$ cat config.mk
export PLATFORM = sky130hd
export DESIGN_NAME = spi_cmd_port
export DESIGN_NICKNAME = d
export VERILOG_FILES = /design/src/rtl/spi_cmd_pkg.sv /design/src/rtl/spi_pin_sync.sv /design/src/rtl/spi_frame_rx.sv /design/src/rtl/spi_status_tx.sv /design/src/rtl/spi_cmd_port.sv
export SDC_FILE = /design/constraint.sdc
export NUM_CORES = 1
export LEC_CHECK = 0
export BUFFER_PORTS_ARGS = -buffer_cell sky130_fd_sc_hd__buf_2
export CAP_MARGIN = 10
export CORE_UTILIZATION = 38
export CTS_BUF_LIST = sky130_fd_sc_hd__clkbuf_2 sky130_fd_sc_hd__clkbuf_4 sky130_fd_sc_hd__clkbuf_8
export CTS_CLUSTER_DIAMETER = 80
export DETAILED_ROUTE_END_ITERATION = 6
export PLACE_DENSITY_LB_ADDON = 0.3
export RECOVER_POWER = 100
export SYNTH_ARGS = -nofsm -noshare
export SYNTH_HDL_FRONTEND = slang
export SYNTH_SLANG_ARGS = --single-unit
$ cat constraint.sdc
create_clock -name clk -period 3.33 [get_ports clk]
set_input_delay 0.333 -clock clk [delete_from_list [all_inputs] [get_ports clk]]
set_output_delay 0.333 -clock clk [all_outputs]
set_load 0.05 [all_outputs]
$ cat src/rtl/spi_cmd_pkg.sv
package spi_cmd_pkg;
  localparam int FRAME_W   = 16;
  localparam int IDX_W     = $clog2(FRAME_W);
  localparam logic [FRAME_W-1:0] RSVD_MASK = 16'h6000;

  // Status word as sent: reserved positions forced to zero.
  function automatic logic [FRAME_W-1:0] build_status(input logic [FRAME_W-1:0] raw);
    return raw & ~RSVD_MASK;
  endfunction

  // Next value of the modulo-frame bit index.
  function automatic logic [IDX_W-1:0] next_index(input logic [IDX_W-1:0] idx);
    return (idx == IDX_W'(FRAME_W - 1)) ? '0 : idx + 1'b1;
  endfunction

  // Frame acceptance at chip-select release.
  function automatic logic frame_accept(input logic aligned, input logic sclk_level);
    return aligned && !sclk_level;
  endfunction
endpackage

$ cat src/rtl/spi_pin_sync.sv
module spi_pin_sync #(
  parameter int W      = 3,
  parameter int STAGES = 2,
  parameter logic [W-1:0] RST_VAL = '0
) (
  input  logic         clk,
  input  logic         rst_n,
  input  logic [W-1:0] pin_async,
  output logic [W-1:0] pin_sync
);
  for (genvar b = 0; b < W; b++) begin : g_bit
    logic [STAGES-1:0] chain;
    always_ff @(posedge clk or negedge rst_n) begin
      if (!rst_n) chain <= {STAGES{RST_VAL[b]}};
      else        chain <= {chain[STAGES-2:0], pin_async[b]};
    end
    assign pin_sync[b] = chain[STAGES-1];
  end
endmodule

$ cat src/rtl/spi_frame_rx.sv
module spi_frame_rx
  import spi_cmd_pkg::*;
(
  input  logic               clk,
  input  logic               rst_n,
  input  logic               cs_fall,
  input  logic               sclk_rise,
  input  logic               si_bit,
  output logic [FRAME_W-1:0] rx_word,
  output logic               last_si,
  output logic               count_aligned
);
  logic [IDX_W-1:0] bit_idx;
  logic             got_bit;

  always_ff @(posedge clk or negedge rst_n) begin
    if (!rst_n) begin
      rx_word <= '0;
      last_si <= 1'b0;
      bit_idx <= '0;
      got_bit <= 1'b0;
    end else if (cs_fall) begin
      bit_idx <= '0;
      got_bit <= 1'b0;
    end else if (sclk_rise) begin
      rx_word <= {si_bit, rx_word[FRAME_W-1:1]};
      last_si <= si_bit;
      bit_idx <= next_index(bit_idx);
      got_bit <= 1'b1;
    end
  end

  assign count_aligned = got_bit && (bit_idx == '0);
endmodule

$ cat src/rtl/spi_status_tx.sv
module spi_status_tx
  import spi_cmd_pkg::*;
(
  input  logic               clk,
  input  logic               rst_n,
  input  logic               cs_fall,
  input  logic               cs_rise,
  input  logic               sclk_fall,
  input  logic [FRAME_W-1:0] status_word,
  input  logic               fill_bit,
  output logic               so_dout,
  output logic               so_oe
);
  logic [FRAME_W-1:0] tx_sr;

  always_ff @(posedge clk or negedge rst_n) begin
    if (!rst_n) begin
      tx_sr <= '0;
      so_oe <= 1'b0;
    end else if (cs_fall) begin
      tx_sr <= build_status(status_word);
      so_oe <= 1'b1;
    end else if (cs_rise) begin
      so_oe <= 1'b0;
    end else if (sclk_fall && so_oe) begin
      tx_sr <= {fill_bit, tx_sr[FRAME_W-1:1]};
    end
  end

  assign so_dout = so_oe & tx_sr[0];
endmodule

$ cat src/rtl/spi_cmd_port.sv
module spi_cmd_port
  import spi_cmd_pkg::*;
#(
  parameter int SYNC_STAGES = 2,
  localparam int CH = FRAME_W / 2
) (
  input  logic               clk,
  input  logic               rst_n,
  input  logic               csb,
  input  logic               sclk,
  input  logic               si,
  input  logic [FRAME_W-1:0] status_in,
  output logic               so_dout,
  output logic               so_oe,
  output logic [CH-1:0]      drv_en,
  output logic [CH-1:0]      diag_en,
  output logic               frame_ok
);
  logic [2:0] pins_sync;
  logic       csb_sync, sclk_sync, si_sync;
  logic       csb_q, sclk_q;
  logic       cs_fall, cs_rise, sclk_rise, sclk_fall;
  logic [FRAME_W-1:0] rx_word;
  logic       last_si, count_aligned, accept;

  spi_pin_sync #(.W(3), .STAGES(SYNC_STAGES), .RST_VAL(3'b001)) u_sync (
    .clk(clk), .rst_n(rst_n),
    .pin_async({si, sclk, csb}), .pin_sync(pins_sync)
  );
  assign csb_sync  = pins_sync[0];
  assign sclk_sync = pins_sync[1];
  assign si_sync   = pins_sync[2];

  always_ff @(posedge clk or negedge rst_n) begin
    if (!rst_n) begin
      csb_q  <= 1'b1;
      sclk_q <= 1'b0;
    end else begin
      csb_q  <= csb_sync;
      sclk_q <= sclk_sync;
    end
  end

  assign cs_fall   = csb_q & ~csb_sync;
  assign cs_rise   = ~csb_q & csb_sync;
  assign sclk_rise = ~csb_sync & ~csb_q & ~sclk_q & sclk_sync;
  assign sclk_fall = ~csb_sync & ~csb_q & sclk_q & ~sclk_sync;

  spi_frame_rx u_rx (
    .clk(clk), .rst_n(rst_n), .cs_fall(cs_fall), .sclk_rise(sclk_rise),
    .si_bit(si_sync), .rx_word(rx_word), .last_si(last_si),
    .count_aligned(count_aligned)
  );

  spi_status_tx u_tx (
    .clk(clk), .rst_n(rst_n), .cs_fall(cs_fall), .cs_rise(cs_rise),
    .sclk_fall(sclk_fall), .status_word(status_in), .fill_bit(last_si),
    .so_dout(so_dout), .so_oe(so_oe)
  );

  assign accept = cs_rise && frame_accept(count_aligned, sclk_sync);

  always_ff @(posedge clk or negedge rst_n) begin
    if (!rst_n) begin
      drv_en   <= '0;
      diag_en  <= '0;
      frame_ok <= 1'b0;
    end else begin
      frame_ok <= accept;
      if (accept) begin
        drv_en  <= rx_word[CH-1:0];
        diag_en <= rx_word[FRAME_W-1:CH];
      end
    end
  end
endmodule

==> qor.txt, run 1 <==
Critical path's top delay family: buffers and inverters
Die Ht: 88.3 um
Avg Cell Area, Syn: 13.2 um2
Setup TNS: 0 ns
Setup violators final: 0
CTS sink cnt: 63
Critical path class: register to register
Setup Buffers After CTS: 0
Fillers: 724
Final hold violation count: 0
Clk slew on worst S/H paths: 0.08 ns
DRT Wirelength: 4980 um
Power Density: 536 mW/mm2
Global-route wire length before repair: 8290 um
Routed wl met2: 2280 um
Top cell type's share of synthesized area: 0.530
Layout area overhead: 13.2%
Tcrit/Tclk final: 0.694
Top post-synthesis cells by count: 60 x dfrtp_1, 24 x mux2_2, 14 x a22oi_1, 14 x nand3_1, 12 x nand2_1
Multi-input gate area: 0.00111 mm2
Post-cts sizing count: 0
Clock Path Buffers: 2
Total CTS buffers: 9
Post-Syn Nets: 240
Worst Path Buf+Inv: 1
Crit Path Max Fanout: 28
Drt pass-1 iters: 4
Synth area leader: dfrtp_1
Arrival @ worst endpoint: 2.53 ns
Total I/O pin count: 40
Synth Instances: 214
Worst Max-Slew Pin Slew: 1.32 ns
Max layer used: met4
RSZ-0062 raised after global routing: no
Max-Cap Viols: 0
Core Rows: 31
Post-synth EDFFs: 0
Worst IR Drop VDD: 0.291 mV
Slowest library cell on the worst path: clkbuf_1
Total gr overflow: 0
Sequential Area: 0.00158 mm2
Fraction of layout cells with a size suffix above 1: 0.249
Core area: 0.00721 mm2
Routability cong.: 0.722
Initial antenna violation count: 0
Slew margin rel.: 0.122
Mapped Area: 0.00283 mm2
Skew final: 0.0122 ns
CTS Root Cell: clkbuf_8
Type of the worst min-delay path: input port to register
CP Launch Type: register
# port buffers: 37
Fmax: 433 MHz
Area post-placement: 0.00311 mm2
Most frequent cell after synthesis: dfrtp_1
Final max-slew violation count: 0
Reg2Reg Depth: 5
Worst Hold Depth: 1
Finished layout cell area: 0.00320 mm2
Synth Warn #: 0
Met3 wire length: 222 um
Number of synthesized register bits: 63
Die X: 88.3 um
Delay of the slowest critical-path stage: 0.81 ns
Initial Utilization: 0.392
Critical path depth: 5
DRC Markers: 0
Primary FF master, synth: dfrtp_1
CTS tree: built
Req. time, crit path: 3.55 ns
Seq/Total Area, Yosys: 0.558
Drt via density: 4.93
Worst setup EP type: register
Most common cell on crit path: nand3_1
H-tree levels: 3
Total global-route track usage: 0.144
Die area: 0.00780 mm2
Clk_lat worst skew: 0.34 ns
Initial drt markers: 72
Drt wl/cell: 13.8 um
Vias in the first global route: 1,706
Status: finished clean
Post-DP HPWL: 3230 um
Layout net count: 282
Synth top area cells: dfrtp_1 53%, mux2_2 9.5%, mux2_4 4.8%
ANT cells: 0
Ys async rst share: 1.00
Remaining antenna violation count: 0
Largest net degree at the start of global routing: 32
Distinct cells, synth: 32
Vias post-DR: 1,776
Critical Path, Cell by Cell: ha_1, clkbuf_1, nor2_1, nand3_1, nand3_1
Final Critical Period: 2.31 ns
Post-Route M1 WL: 2410 um
LEAKAGE: 1.50 nW
-- path summary, 6_finish.rpt --
check / startpoint / to / slack (ns)
max: csb_q$_DFF_PN1_ / u_tx.tx_sr[14]$_DFFE_PN0P_ / 1.02
min: si / u_sync.g_bit[2].chain[0]$_DFF_PN0_ / 0.1
max reg2reg: csb_q$_DFF_PN1_ / u_tx.tx_sr[14]$_DFFE_PN0P_ / 1.02
min reg2reg: u_sync.g_bit[2].chain[0]$_DFF_PN0_ / u_sync.g_bit[2].chain[1]$_DFF_PN0_ / 0.35
max in group asynchronous: rst_n / u_tx.tx_sr[8]$_DFFE_PN0P_ / 1.56
min in group asynchronous: rst_n / u_tx.tx_sr[4]$_DFFE_PN0P_ / 0.80
-- area by class of cell --
type	instances	area share
Timing Repair Buffer	43	0.0625
Clock inverter	7	0.0148
Sequential cell	63	0.493
Clock buffer	9	0.0387
Multi-Input combinational cell	133	0.345
Tap cell	99	0.0387
Inverter	6	0.00703
-- state kept, by name (all words and copies together), names as in the netlist --
name	count
frame_ok	1
u_rx.rx_word	15
drv_en	8
csb_q	1
u_tx.tx_sr	16
u_sync.g_bit.chain	6
u_rx.bit_idx	4
u_tx.so_oe	1
u_rx.got_bit	1
u_rx.last_si	1
sclk_q	1
diag_en	8
-- layout by cell type, fill, tap and decap left out --
cell,count
dfrtp_1,60
mux2_2,24
clkbuf_1,22
buf_2,17
a22oi_1,14
nand3_1,14
nand2_1,12
nand3b_1,11
mux2_1,9
clkbuf_8,9
nor2b_1,8
mux2i_1,8
nor3b_1,7
inv_1,6
or4b_1,6
ha_1,5
nor2_1,3
clkinv_2,3
buf_4,3
a21oi_1,2
clkinvlp_4,2
dfstp_1,2
and4bb_2,1
and2_1,1
nor2_4,1
and4b_2,1
or3_1,1
a31oi_1,1
nand4b_4,1
nand4b_1,1
xor2_1,1
a311o_1,1
clkinv_4,1
inv_6,1
dlygate4sd3_1,1
dfstp_2,1
-- where the power goes --
group	leakage (nW)	switching, mW	internal [mW]
Clock	0.0854	0.304	0.269
Sequential	0.811	0.0582	0.847
Combinational	0.604	0.139	0.0998
-- through the flow --
| step | cells | setup WS [ns] | total power [mW] | util | hold slack (ns) |
|---|---|---|---|---|---|
| CTS | 360 | 1.37 | 1.76 | 0.456 | 0.0776 |
| detailed placement | 343 | 1.39 | 1.17 | 0.430 | 0.335 |
| global route | 360 | 0.787 | 1.81 | 0.444 | 0.0730 |
| global placement | 343 | 1.39 | 1.17 | 0.430 | 0.336 |
| finish | 360 | 1.02 | 1.72 | 0.444 | 0.0965 |
| floorplan | 214 | 1.62 | 1.09 | - | 0.0374 |
-- worst reg2reg max path, stage by stage (launching register included) --
cell,delay (ns)
dfstp_1,0.53
ha_1,0.44
clkbuf_1,0.81
nor2_1,0.19
nand3_1,0.15
nand3_1,0.09
-- logic make-up after synthesis --
logic type                 Yosys count  synth area share
AOI/OAI and AO/OA                   18            0.0464
DFF                                 63             0.558
and+or+nand+nor                     68             0.165
muxes                               41             0.171
buffers and inverters               18            0.0336
xor gates and xnor gates             1           0.00309
adders and majority gates            5            0.0221
-- per-layer routing --
metal | vias up | GRT usage
met2 | 36 | 0.228
met5 | - | 0
li1 | 853 | -
met3 | 8 | 0.0616
met1 | 879 | 0.177
met4 | 0 | 0.0484
-- timing repair --
action | in CTS | in global routing
hold buffers | 1 | 0
setup endpoints to repair | 0 | 0
hold endpoints to repair | 20 | 0
No activity file was read; power rests on OpenSTA's default activity.
==> run 2: changes to the inputs <==
==> constraint.sdc (replaced) <==
create_clock -name clk -period 2.3 [get_ports clk]
set_input_delay 0.23 -clock clk [delete_from_list [all_inputs] [get_ports clk]]
set_output_delay 0.23 -clock clk [all_outputs]
set_load 0.05 [all_outputs]
==> run 2 against run 1 <==
  * Combinational power grew 49%
  * Sequential share of layout area shrank 1.2 points
  * Flip-flop and latch count is the same
  * Sequential power grew 45%
  * Largest cell class unchanged
  * Core utilization grew 1.1 points
  * Die area is the same
  * The flow now finishes with violations (capacitance limit, slew limit)
  * Design area grew 2.6%
==> qor.txt, run 2 (synthesized netlist as in run 1, its figures left out) <==
Status: complete, but fails checks (was finished clean)
Violated checks: capacitance limit, slew limit
Initial drt markers: 110 (was 72)
Dpl cells: 342 (was 343)
Max layer used: met3 (was met4)
H-tree levels: 3 (unchanged)
Total CTS buffers: 9 (unchanged)
Drt pass-1 iters: 4 (unchanged)
Crit Path Max Fanout: 16 (was 28)
Worst IR Drop VDD: 0.408 mV (was 0.291 mV)
Global-route wire length before repair: 8320 um (was 8290 um)
Fin worst setup slack: 0.295 ns (was 1.02 ns)
Setup TNS: 0 ns (unchanged)
Commonest non-fill, non-tap cell in the layout: dfrtp_1 (unchanged)
Arrival @ worst endpoint: 2.23 ns (was 2.53 ns)
Sequential Area: 0.00158 mm2 (unchanged)
Clk slew on worst S/H paths: 0.07 ns (was 0.08 ns)
Final Critical Period: 2.00 ns (was 2.31 ns)
Drt via density: 4.92 (was 4.93)
Core Rows: 31 (unchanged)
# port buffers: 37 (unchanged)
Setup violators final: 0 (unchanged)
Power Total: 2.62 mW (was 1.72 mW)
Slew margin rel.: -0.135 (was 0.122)
Total global-route track usage: 0.144 (about the same)
Fraction of layout cells with a size suffix above 1: 0.255 (was 0.249)
Critical Path, Cell by Cell: inv_1, ha_1, nand3b_1, nor2_4, mux2_2 (was ha_1, clkbuf_1, nor2_1, nand3_1, nand3_1)
CP Launch Type: register (unchanged)
Skew final: 0.00861 ns (was 0.0122 ns)
Die Ht: 88.3 um (unchanged)
Clock Path Buffers: 2 (unchanged)
CTS sink cnt: 63 (unchanged)
Remaining antenna violation count: 0 (unchanged)
Req. time, crit path: 2.52 ns (was 3.55 ns)
Delay of the slowest critical-path stage: 0.47 ns (was 0.81 ns)
RSZ-0062 raised after global routing: no (unchanged)
Worst hold slack: 0.116 ns (was 0.0965 ns)
Core area: 0.00721 mm2 (unchanged)
DRT Wirelength: 5040 um (was 4980 um)
Worst Max-Slew Pin Slew: 1.70 ns (was 1.32 ns)
Largest Register: u_tx.tx_sr (unchanged)
CTS tree: built (unchanged)
ANT cells: 0 (unchanged)
LEAKAGE: 1.54 nW (was 1.50 nW)
Drt wl/cell: 13.9 um (was 13.8 um)
Clk_lat worst skew: 0.34 ns (about the same)
Vias in the first global route: 1,679 (was 1,706)
CTS Root Cell: clkbuf_8 (unchanged)
Worst setup EP type: register (unchanged)
Largest net degree at the start of global routing: 38 (was 32)
DRC Markers: 0 (unchanged)
Fillers: 695 (was 724)
Initial Utilization: 0.392 (unchanged)
Type of the worst min-delay path: input port to register (unchanged)
Setup WS pre-CTS: 0.299 ns (was 1.39 ns)
Power Density: 796 mW/mm2 (was 536 mW/mm2)
FF-to-FF setup slack: 0.30 ns (was 1.02 ns)
Final max-slew violation count: 28 (was 0)
Area post-placement: 0.00312 mm2 (was 0.00311 mm2)
Max-Cap Viols: 1 (was 0)
Critical path class: register to register (unchanged)
Finished layout cell area: 0.00329 mm2 (was 0.00320 mm2)
Routed wl met2: 2280 um (about the same)
Max reg flops: 16 (unchanged)
Total I/O pin count: 40 (unchanged)
Layout area overhead: 16.1% (was 13.2%)
Die X: 88.3 um (unchanged)
Die area: 0.00780 mm2 (unchanged)
Final core utilization: 0.456 (was 0.444)
Vias post-DR: 1,781 (was 1,776)
Post-Route M1 WL: 2530 um (was 2410 um)
Slowest library cell on the worst path: nor2_4 (was clkbuf_1)
Total gr overflow: 0 (unchanged)
Initial antenna violation count: 0 (unchanged)
Commonest non-fill, non-tap cells in the layout: 60 x dfrtp_1, 24 x mux2_2, 20 x clkbuf_1, 17 x buf_2 (was 60 x dfrtp_1, 24 x mux2_2, 22 x clkbuf_1, 17 x buf_2)
Multi-input gate area: 0.00111 mm2 (about the same)
Layout net count: 284 (was 282)
Post-DP HPWL: 3210 um (was 3230 um)
Biggest regs: u_tx.tx_sr (16), u_rx.rx_word (15) (unchanged)
Fmax: 499 MHz (was 433 MHz)
Tcrit/Tclk final: 0.872 (was 0.694)
Met3 wire length: 233 um (was 222 um)
Routability cong.: 0.721 (was 0.722)
Final hold violation count: 0 (unchanged)
Non-Filler Instances: 362 (was 360)
-- run 2: cell count changes in the layout (fill, tap and decap cells not counted) --
cell	before	now
dfstp_1	2	1
dfstp_2	1	2
nand3b_2	0	1
bufinv_16	0	1
and4b_2	1	0
nand3b_1	11	10
dlygate4sd3_1	1	4
and4b_1	0	1
buf_4	3	2
clkbuf_1	22	20
buf_12	0	2
clkinv_2	3	2
-- run 2: where the power goes --
group          switching [mW]  internal [mW]  leakage, nW
logic                   0.203          0.153        0.629
clock network           0.444          0.501       0.0956
registers              0.0880           1.23        0.811
-- run 2: path summary, 6_finish.rpt --
kind	depth (start not counted)	endpoint	from
min in group asynchronous	2	u_tx.tx_sr[6]$_DFFE_PN0P_	rst_n
worst max-delay path	5	u_rx.rx_word[1]$_DFFE_PN0P_	u_sync.g_bit[0].chain[1]$_DFF_PN1_
worst max register to register	5	u_rx.rx_word[1]$_DFFE_PN0P_	u_sync.g_bit[0].chain[1]$_DFF_PN1_
worst min register to register	0	u_sync.g_bit[2].chain[1]$_DFF_PN0_	u_sync.g_bit[2].chain[0]$_DFF_PN0_
worst min-delay path	3	u_tx.tx_sr[11]$_DFFE_PN0P_	status_in[11]
max in group asynchronous	3	u_sync.g_bit[0].chain[0]$_DFF_PN1_	rst_n
-- run 2: layout make-up --
class / count / share of cell area
multi-input combinational: 133 / 0.337
sequential: 63 / 0.481
clock inverter: 7 / 0.0221
tap: 99 / 0.0377
clock buffer: 9 / 0.0377
inverter: 6 / 0.00685
timing repair buffer: 45 / 0.0777
-- run 2: layer usage --
metal | up-vias | GRT usage
met5 | - | 0
met4 | 0 | 0.0484
met3 | 0 | 0.0634
met2 | 35 | 0.208
met1 | 887 | 0.192
li1 | 859 | -
-- run 2: timing repair --
| item | CTS | global route |
|---|---|---|
| hold buffers | 4 | 0 |
| resized for setup | 0 | 0 |
| setup buffers | 0 | 0 |
| endpoints found under the hold margin | 30 | 0 |
-- run 2: critical path: cells and delay by family, from the launching register on --
family                   cells  cell delay (ns)
multiplexers                 1             0.39
AND/OR/NAND/NOR              2             0.77
flip-flops                   1             0.39
buffers and inverters        1             0.08
adder cells (fa/ha/maj)      1             0.26
